`config.mk`:
```
export PLATFORM = sky130hd
export DESIGN_NAME = useq_ctrl
export DESIGN_NICKNAME = d
export VERILOG_FILES = /design/src/rtl/useq_pkg.sv /design/src/rtl/useq_store.sv /design/src/rtl/useq_dispatch.sv /design/src/rtl/useq_next.sv /design/src/rtl/useq_ctrl.sv
export SDC_FILE = /design/constraint.sdc
export NUM_CORES = 1
export LEC_CHECK = 0
export ABC_AREA = 1
export BUFFER_PORTS_ARGS = -buffer_cell sky130_fd_sc_hd__buf_4
export CORE_MARGIN = 3
export CORE_UTILIZATION = 50
export CTS_CLUSTER_DIAMETER = 50
export DETAILED_ROUTE_END_ITERATION = 10
export PLACE_DENSITY = 0.74
export SYNTH_ARGS = -nofsm -noshare
export SYNTH_HDL_FRONTEND = slang
export SYNTH_HIERARCHICAL = 1
export SYNTH_SLANG_ARGS = --single-unit
```
`constraint.sdc`:
```
create_clock -name clk -period 2.6 [get_ports clk]
set_clock_uncertainty 0.15 [all_clocks]
set_input_delay 0.13 -clock clk [delete_from_list [all_inputs] [get_ports clk]]
set_output_delay 0.13 -clock clk [all_outputs]
set_load 0.05 [all_outputs]
```
`src/rtl/useq_pkg.sv`:
```
package useq_pkg;
    parameter int UA_W   = 6;
    parameter int CTRL_W = 16;
    parameter int OPC_W  = 3;
    parameter int COND_W = 5;
    parameter int SEL_W  = 2;
    localparam int DEPTH  = 1 << UA_W;
    localparam int WORD_W = SEL_W + COND_W + CTRL_W + UA_W;

    // condition bit positions
    localparam int C_UNC = 4;
    localparam int C_NN  = 3;
    localparam int C_N   = 2;
    localparam int C_NZ  = 1;
    localparam int C_Z   = 0;

    localparam logic [COND_W-1:0] CND_NONE = 5'b00000;
    localparam logic [COND_W-1:0] CND_UNC  = 5'b10000;
    localparam logic [COND_W-1:0] CND_NN   = 5'b01000;
    localparam logic [COND_W-1:0] CND_N    = 5'b00100;
    localparam logic [COND_W-1:0] CND_NZ   = 5'b00010;
    localparam logic [COND_W-1:0] CND_Z    = 5'b00001;

    // routine entry points
    localparam int A_FETCH = 0;
    localparam int A_ADD   = 8;
    localparam int A_TSTN  = 16;
    localparam int A_EXTZ  = 24;
    localparam int A_LOOP  = 32;
    localparam int A_BAD   = 40;
    localparam int A_TRAP  = 48;

    typedef enum logic [SEL_W-1:0] {
        SEL_INC  = 2'b00,
        SEL_DISP = 2'b01,
        SEL_EXT  = 2'b10,
        SEL_BR   = 2'b11
    } sel_e;

    typedef enum logic [2:0] {
        NS_RESET,
        NS_EXC,
        NS_INC,
        NS_DISP,
        NS_EXT,
        NS_BRANCH
    } nxt_src_e;

    typedef struct packed {
        sel_e               sel;
        logic [COND_W-1:0]  cond;
        logic [CTRL_W-1:0]  ctrl;
        logic [UA_W-1:0]    baddr;
    } uword_t;
endpackage

```
`src/rtl/useq_store.sv`:
```
module useq_store
    import useq_pkg::*;
(
    input  logic [UA_W-1:0] addr,
    output uword_t          word
);
    function automatic uword_t mk(sel_e s, logic [COND_W-1:0] c, int bitn, int ba);
        uword_t w;
        w.sel   = s;
        w.cond  = c;
        w.ctrl  = (bitn < 0) ? '0 : (CTRL_W'(1) << bitn);
        w.baddr = UA_W'(ba);
        return w;
    endfunction

    always_comb begin
        case (int'(addr))
            0:  word = mk(SEL_INC,  CND_NONE, 0,  0);
            1:  word = mk(SEL_INC,  CND_NONE, 1,  0);
            2:  word = mk(SEL_DISP, CND_UNC,  2,  0);
            8:  word = mk(SEL_INC,  CND_NONE, 4,  0);
            9:  word = mk(SEL_BR,   CND_NONE, 5,  50);
            10: word = mk(SEL_BR,   CND_UNC,  6,  A_FETCH);
            16: word = mk(SEL_BR,   CND_N,    -1, 20);
            17: word = mk(SEL_BR,   CND_UNC,  8,  A_FETCH);
            20: word = mk(SEL_BR,   CND_UNC,  9,  A_FETCH);
            24: word = mk(SEL_EXT,  CND_Z,    10, 0);
            25: word = mk(SEL_BR,   CND_UNC,  11, A_FETCH);
            32: word = mk(SEL_BR,   CND_NZ,   12, A_LOOP);
            33: word = mk(SEL_BR,   CND_NN,   -1, 36);
            34: word = mk(SEL_BR,   CND_UNC,  13, A_FETCH);
            36: word = mk(SEL_BR,   CND_UNC,  14, A_FETCH);
            40: word = mk(SEL_BR,   CND_UNC,  15, A_FETCH);
            48: word = mk(SEL_BR,   CND_UNC,  3,  A_FETCH);
            default: word = '0;
        endcase
    end
endmodule

```
`src/rtl/useq_dispatch.sv`:
```
module useq_dispatch
    import useq_pkg::*;
(
    input  logic [OPC_W-1:0] opcode,
    output logic [UA_W-1:0]  start
);
    always_comb begin
        case (int'(opcode))
            0:       start = UA_W'(A_ADD);
            1:       start = UA_W'(A_TSTN);
            2:       start = UA_W'(A_EXTZ);
            3:       start = UA_W'(A_LOOP);
            default: start = UA_W'(A_BAD);
        endcase
    end
endmodule

```
`src/rtl/useq_next.sv`:
```
module useq_next
    import useq_pkg::*;
(
    input  logic              rst,
    input  logic              exc_req,
    input  logic              flag_n,
    input  logic              flag_z,
    input  sel_e              sel,
    input  logic [COND_W-1:0] cond,
    input  logic [UA_W-1:0]   baddr,
    input  logic [UA_W-1:0]   upc,
    input  logic [UA_W-1:0]   start,
    input  logic [UA_W-1:0]   ext_addr,
    output nxt_src_e          src,
    output logic [UA_W-1:0]   nxt
);
    logic [COND_W-1:0] met;
    logic              taken;

    always_comb begin
        met          = '0;
        met[C_UNC]   = 1'b1;
        met[C_NN]    = ~flag_n;
        met[C_N]     = flag_n;
        met[C_NZ]    = ~flag_z;
        met[C_Z]     = flag_z;
        taken        = |(cond & met);
    end

    // decision process
    always_comb begin
        if (rst) begin
            src = NS_RESET;
        end else if (exc_req) begin
            src = NS_EXC;
        end else if (!taken) begin
            src = NS_INC;
        end else begin
            unique case (sel)
                SEL_INC:  src = NS_INC;
                SEL_DISP: src = NS_DISP;
                SEL_EXT:  src = NS_EXT;
                SEL_BR:   src = NS_BRANCH;
            endcase
        end
    end

    // address process
    always_comb begin
        unique case (src)
            NS_RESET:  nxt = UA_W'(A_FETCH);
            NS_EXC:    nxt = ext_addr;
            NS_INC:    nxt = upc + UA_W'(1);
            NS_DISP:   nxt = start;
            NS_EXT:    nxt = ext_addr;
            NS_BRANCH: nxt = baddr;
            default:   nxt = UA_W'(A_FETCH);
        endcase
    end
endmodule

```
`src/rtl/useq_ctrl.sv`:
```
module useq_ctrl
    import useq_pkg::*;
(
    input  logic              clk,
    input  logic              rst,
    input  logic [OPC_W-1:0]  opcode,
    input  logic              flag_n,
    input  logic              flag_z,
    input  logic [UA_W-1:0]   ext_addr,
    input  logic              exc_req,
    output logic [CTRL_W-1:0] ctrl_out,
    output logic [UA_W-1:0]   uaddr
);
    logic [UA_W-1:0]   upc_q;
    uword_t            uir_q;
    uword_t            rd_word;
    logic [UA_W-1:0]   nxt;
    logic [UA_W-1:0]   start;
    nxt_src_e          src;
    sel_e              cur_sel;
    logic [COND_W-1:0] cur_cond;
    logic [UA_W-1:0]   cur_baddr;

    assign cur_sel   = uir_q.sel;
    assign cur_cond  = uir_q.cond;
    assign cur_baddr = uir_q.baddr;

    useq_dispatch i_disp (
        .opcode (opcode),
        .start  (start)
    );

    useq_next i_next (
        .rst      (rst),
        .exc_req  (exc_req),
        .flag_n   (flag_n),
        .flag_z   (flag_z),
        .sel      (cur_sel),
        .cond     (cur_cond),
        .baddr    (cur_baddr),
        .upc      (upc_q),
        .start    (start),
        .ext_addr (ext_addr),
        .src      (src),
        .nxt      (nxt)
    );

    useq_store i_store (
        .addr (nxt),
        .word (rd_word)
    );

    // state register: microaddress and microinstruction move together
    always_ff @(posedge clk) begin
        upc_q <= nxt;
        uir_q <= rd_word;
    end

    // outputs
    always_comb begin
        uaddr    = upc_q;
        ctrl_out = uir_q.ctrl;
    end
endmodule

```
Word level (Yosys, flattened, before mapping) --
Memory sizes are Yosys's and may differ from the RTL's. A register that Yosys moved wholly into a read port is not among the register bits. Cells that the tools add are included.
Word-level totals: register bits 28, memory bits (read-only) 1664, bits of input ports 14, output and inout bits 22, logic and storage cells 29, memories kept 1
Memory list:
- (name not given) | depth 64, bits a word 26, rd ports 1, clocked after Yosys merged registers in 1, write ports 0, RTL line useq_store.sv:17 | case (int'(addr))
Operators by class: add/subtract/negate cells 1, eq/ne operators 11, mux-type cells 6, bitwise operators 3, reductions and logical operators 4
Operator list (number):
- $pmux W6 S4 | 2
- $eq A3 B2 Y1 const B | 4
- $pmux W3 S4 | 1
- $mux W3 | 3
- $add A6 B1 Y6 const B | 1
- $eq A3 B1 Y1 const B | 2
- $eq A3 B3 Y1 const B | 2
- $and A5 B5 Y5 | 1
- $reduce_or A5 Y1 | 1
- $eq A2 B2 Y1 const B | 2
- $logic_not A3 Y1 | 1
- $eq A2 B1 Y1 const B | 1
- $logic_not A2 Y1 | 1
- $not A1 Y1 | 2
- $reduce_or A2 Y1 | 1

Depth between registers and ports, before layout --
depth after elaboration 9, depth in mapped cells 17, mapped depth without buffers 17

Hierarchy --
The synthesis kept the hierarchy.
By module, submodules not included:
- useq_ctrl | instances 1, cells an instance 35, area an instance 700.7 um^2, seq. area each 700.7 um^2
- useq_store | instances 1, cells an instance 86, area an instance 485.5 um^2, seq. area each 0.0 um^2
- useq_next | instances 1, cells an instance 85, area an instance 481.7 um^2, seq. area each 0.0 um^2
- useq_dispatch | instances 1, cells an instance 12, area an instance 61.3 um^2, seq. area each 0.0 um^2

Least setup slack after synthesis --
No wires, ideal clock.
path type reg2reg, start point register upc_q[2] (netlist: uaddr[2]), end point register, netlist name cur_baddr[2], library setup time 0.120 ns, arrival time 2.019 ns, data required time 2.330 ns, setup slack 0.311 ns, cell stages (with the launch flop) 12, buffers on the path 0, clock period less this slack 2.289 ns, cell sequence dfxtp_1 nand3_1 nor2_1 nand2_1 xnor2_2 nand3_1 nand3_1 inv_2 nor2_4 inv_2 nor2_4 or2_1
On the way: longest elaborated chain between the ends 2
Ends and longest elaborated chain:
- start, declared | RTL line useq_ctrl.sv:14 | logic [UA_W-1:0] upc_q;
- start signal, assigned | RTL line useq_ctrl.sv:55 | upc_q <= nxt;
- $add A6 B1 Y6 | RTL line useq_next.sv:53 | NS_INC: nxt = upc + UA_W'(1);
- $pmux W6 S4 | RTL line useq_next.sv:50 | unique case (src)
- named net nxt[5] | RTL line useq_ctrl.sv:17 | logic [UA_W-1:0] nxt;
The timed path passes the listed nets, and every way through them passes these cells.

Worst setup path in the final report --
start point register, netlist name cur_cond[1], end point register, netlist name cur_sel[0]
On the way: longest elaborated chain between the ends 8, elaborated cells on any way between the ends 12, those cells by class eq/ne (5); mux (4); bitwise (1); reduce/logical (2)
Ends and longest elaborated chain:
- $and A5 B5 Y5 (*) | RTL line useq_next.sv:27 | taken = |(cond & met);
- $reduce_or A5 Y1 (*) | RTL line useq_next.sv:27
- $mux W3 (*) | RTL line useq_next.sv:36 | end else if (!taken) begin
- $mux W3 (*) | RTL line useq_next.sv:34 | end else if (exc_req) begin
- $mux W3 (*) | RTL line useq_next.sv:32 | if (rst) begin
- $eq A3 B1 Y1 or $eq A3 B3 Y1 (tied branches) | RTL line useq_next.sv:50
- $reduce_or A2 Y1 (no source line)
- $pmux W6 S4 (*) | RTL line useq_next.sv:50
- named net nxt[0] | RTL line useq_ctrl.sv:17
Mark *: on every way through the listed nets, which the timed path passes. The rest lies on a longest branch.

==> results.yml <==
cts:
  clock_sinks: 35
  cts_setup_buffers: 0
  cts_hold_buf: 0
  cts_buffer_depth: 2
  worstSkewPairLatency_ns: 0.34
  cts_buffers: 5
  clk_pin_slew_ns: 0.11
  clock_tree.htree_level_count: 2
  ctsResizeCount: 0
  clock-root-buffer: "clkbuf_4"
  cts_tree: "done"
setup_path:
  r2r_slack_ns: 0.29
  worstPathCellList: "inv_1 > nor2_1 > nor2_2 > nand2_4 > nand3b_2 > nand2_2 > nand3_1 > nand3_1 > inv_1 > ha_1 > nand3_2 > nand3_1 > a21oi_2 > nand2_1"
  reg2reg_to: "cur_sel[0]"
  slowest_stage: "dfxtp_1"
  timing_worst_setup_path_type: "register to register"
  critPathMaxStageDelay_ns: 0.32
  cp.arrival_ns: 2.38
  cp_top_family: "simple AND/OR/NAND/NOR gates"
  r2r-start: "cur_cond[1]"
  start_kind: "register"
  reg2regPathDepth: 14
  crit_fanout: 6
  path_buf_inv: 2
  critPathRequiredTime_ns: 2.67
  path_common_cell: "nand3_1"
  cp-end-kind: "register"
floorplan:
  die_y_um: 64.64
  die_w_um: 64.64
  row_count: 20
  core_area_mm2: 0.003153
  initial_utilization_pct: 54.52
  dieArea_mm2: 0.004178
  pin_count: 36
final_layout:
  final_common_cell: "nor2_1"
  fin_area_mm2: 0.002062
  fillers: 296
  areaGrowthSynthToFinish_pct: 19.94
  layout_common_cells: "41 x nor2_1, 36 x buf_4, 35 x dfxtp_1"
  nets: 272
  n_antenna_cell: 0
  fin_cells: 298
  drive_gt1_share_pct: 30.31
power:
  peakVddDrop_mv: 0.4388
  p_leak_nw: 1.023
  power_density_mw_per_mm2: 787.4
  p_total_mw: 1.624
timing:
  tns_ns: 0
  hold_violations: 0
  setup_viol: 0
  setup_slack_ns: 0.2929
  finalCriticalPeriod_ns: 2.307
  period_share_pct: 88.73
  final-max-slew-violation-count: 0
  rsz0062_at_grt: "false"
  max_freq_mhz: 433.4
run:
  cap_viol_max_count: 0
global_route:
  grt_pass1_wl_mm: 5.382
  grt_usage_pct: 16.95
  grt_max_degree: 13
  grt_pass1_vias: 1242
  grt_overflow_total: 0
  antenna_found_initial: 0
logic_synthesis:
  syn_inst: 216
  yosysWarnings: 6
  syn_area_mm2: 0.001719
  synth.avg_cell_area_um2: 7.959
drt:
  firstDrtPassIters: 4
  ant_nets: 0
  vias: 1333
  via_per_inst: 4.473
  drt_iter0_markers: 47
  wl_per_cell_um: 10.87
  routed_wl_mm: 3.240
  drc: 0
placement:
  dpl_cell_area_mm2: 0.001981
  dp_hpwl_mm: 2.574
  pre_cts_slack_ns: 0.3043
  place_congestion: 0.8722
  io_buffers: 35
  placed_cells: 290
hold_path:
  min_path_type: "primary input to register"
  min_to: "uaddr[1]"
  min-delay-start: "ext_addr[1]"
  whs_path_depth: 3
outcome:
  status: "completed"
how the worst max path moves through the flow:
| stage | depth (start not counted) | startpoint | endpoint |
|---|---|---|---|
| global placement | 14 | cur_cond[1] | cur_sel[0] |
| floorplan | 11 | uaddr[2] | cur_baddr[2] |
| finish | 14 | cur_cond[1] | cur_sel[0] |
| CTS | 14 | cur_cond[1] | cur_sel[0] |
| global route | 14 | cur_cond[1] | cur_sel[1] |
| detailed placement | 14 | cur_cond[1] | cur_sel[0] |
metrics by stage:
stage                     util [%]  hold WS, ns
after CTS                    65.40      0.02112
after global placement       62.82       0.3590
final                        65.40      0.02769
after global routing         65.40      0.03779
after floorplan                  -       0.1815
after detailed placement     62.82       0.3793
power breakdown:
| group | internal [mW] | switching (mW) | total (mW) |
|---|---|---|---|
| sequential | 0.607 | 0.0560 | 0.663 |
| combinational | 0.178 | 0.399 | 0.577 |
| clock | 0.202 | 0.181 | 0.383 |
registers in the layout (all words and copies together), names as in the netlist:
signal / flops
cur_cond: 5
cur_baddr: 6
ctrl_out: 16
uaddr: 6
cur_sel: 2
tightest hold or removal path, stage by stage:
cell     delay (ns)
buf_4          0.08
nand3_1        0.07
nand3_1        0.18
final cells by class:
| cell class | instances | area (um^2) | share of cell area [%] |
|---|---|---|---|
| clock inverters | 3 | 43.79 | 2.124 |
| flip-flops and latches | 35 | 700.7 | 33.98 |
| inverters | 41 | 158.9 | 7.706 |
| repair buffers | 36 | 270.3 | 13.11 |
| clock buffers | 5 | 37.54 | 1.820 |
| multi-input cells | 134 | 795.8 | 38.59 |
| well taps | 44 | 55.05 | 2.670 |
layer usage:
metal	part of all wire, %	vias to the layer above	track usage (%)
li1	-	713	-
met1	46	576	21.79
met2	47	40	25.90
met3	6.1	4	5.719
met4	0.83	0	7.124
met5	0	-	0
Power figures use the tool's default switching activity.
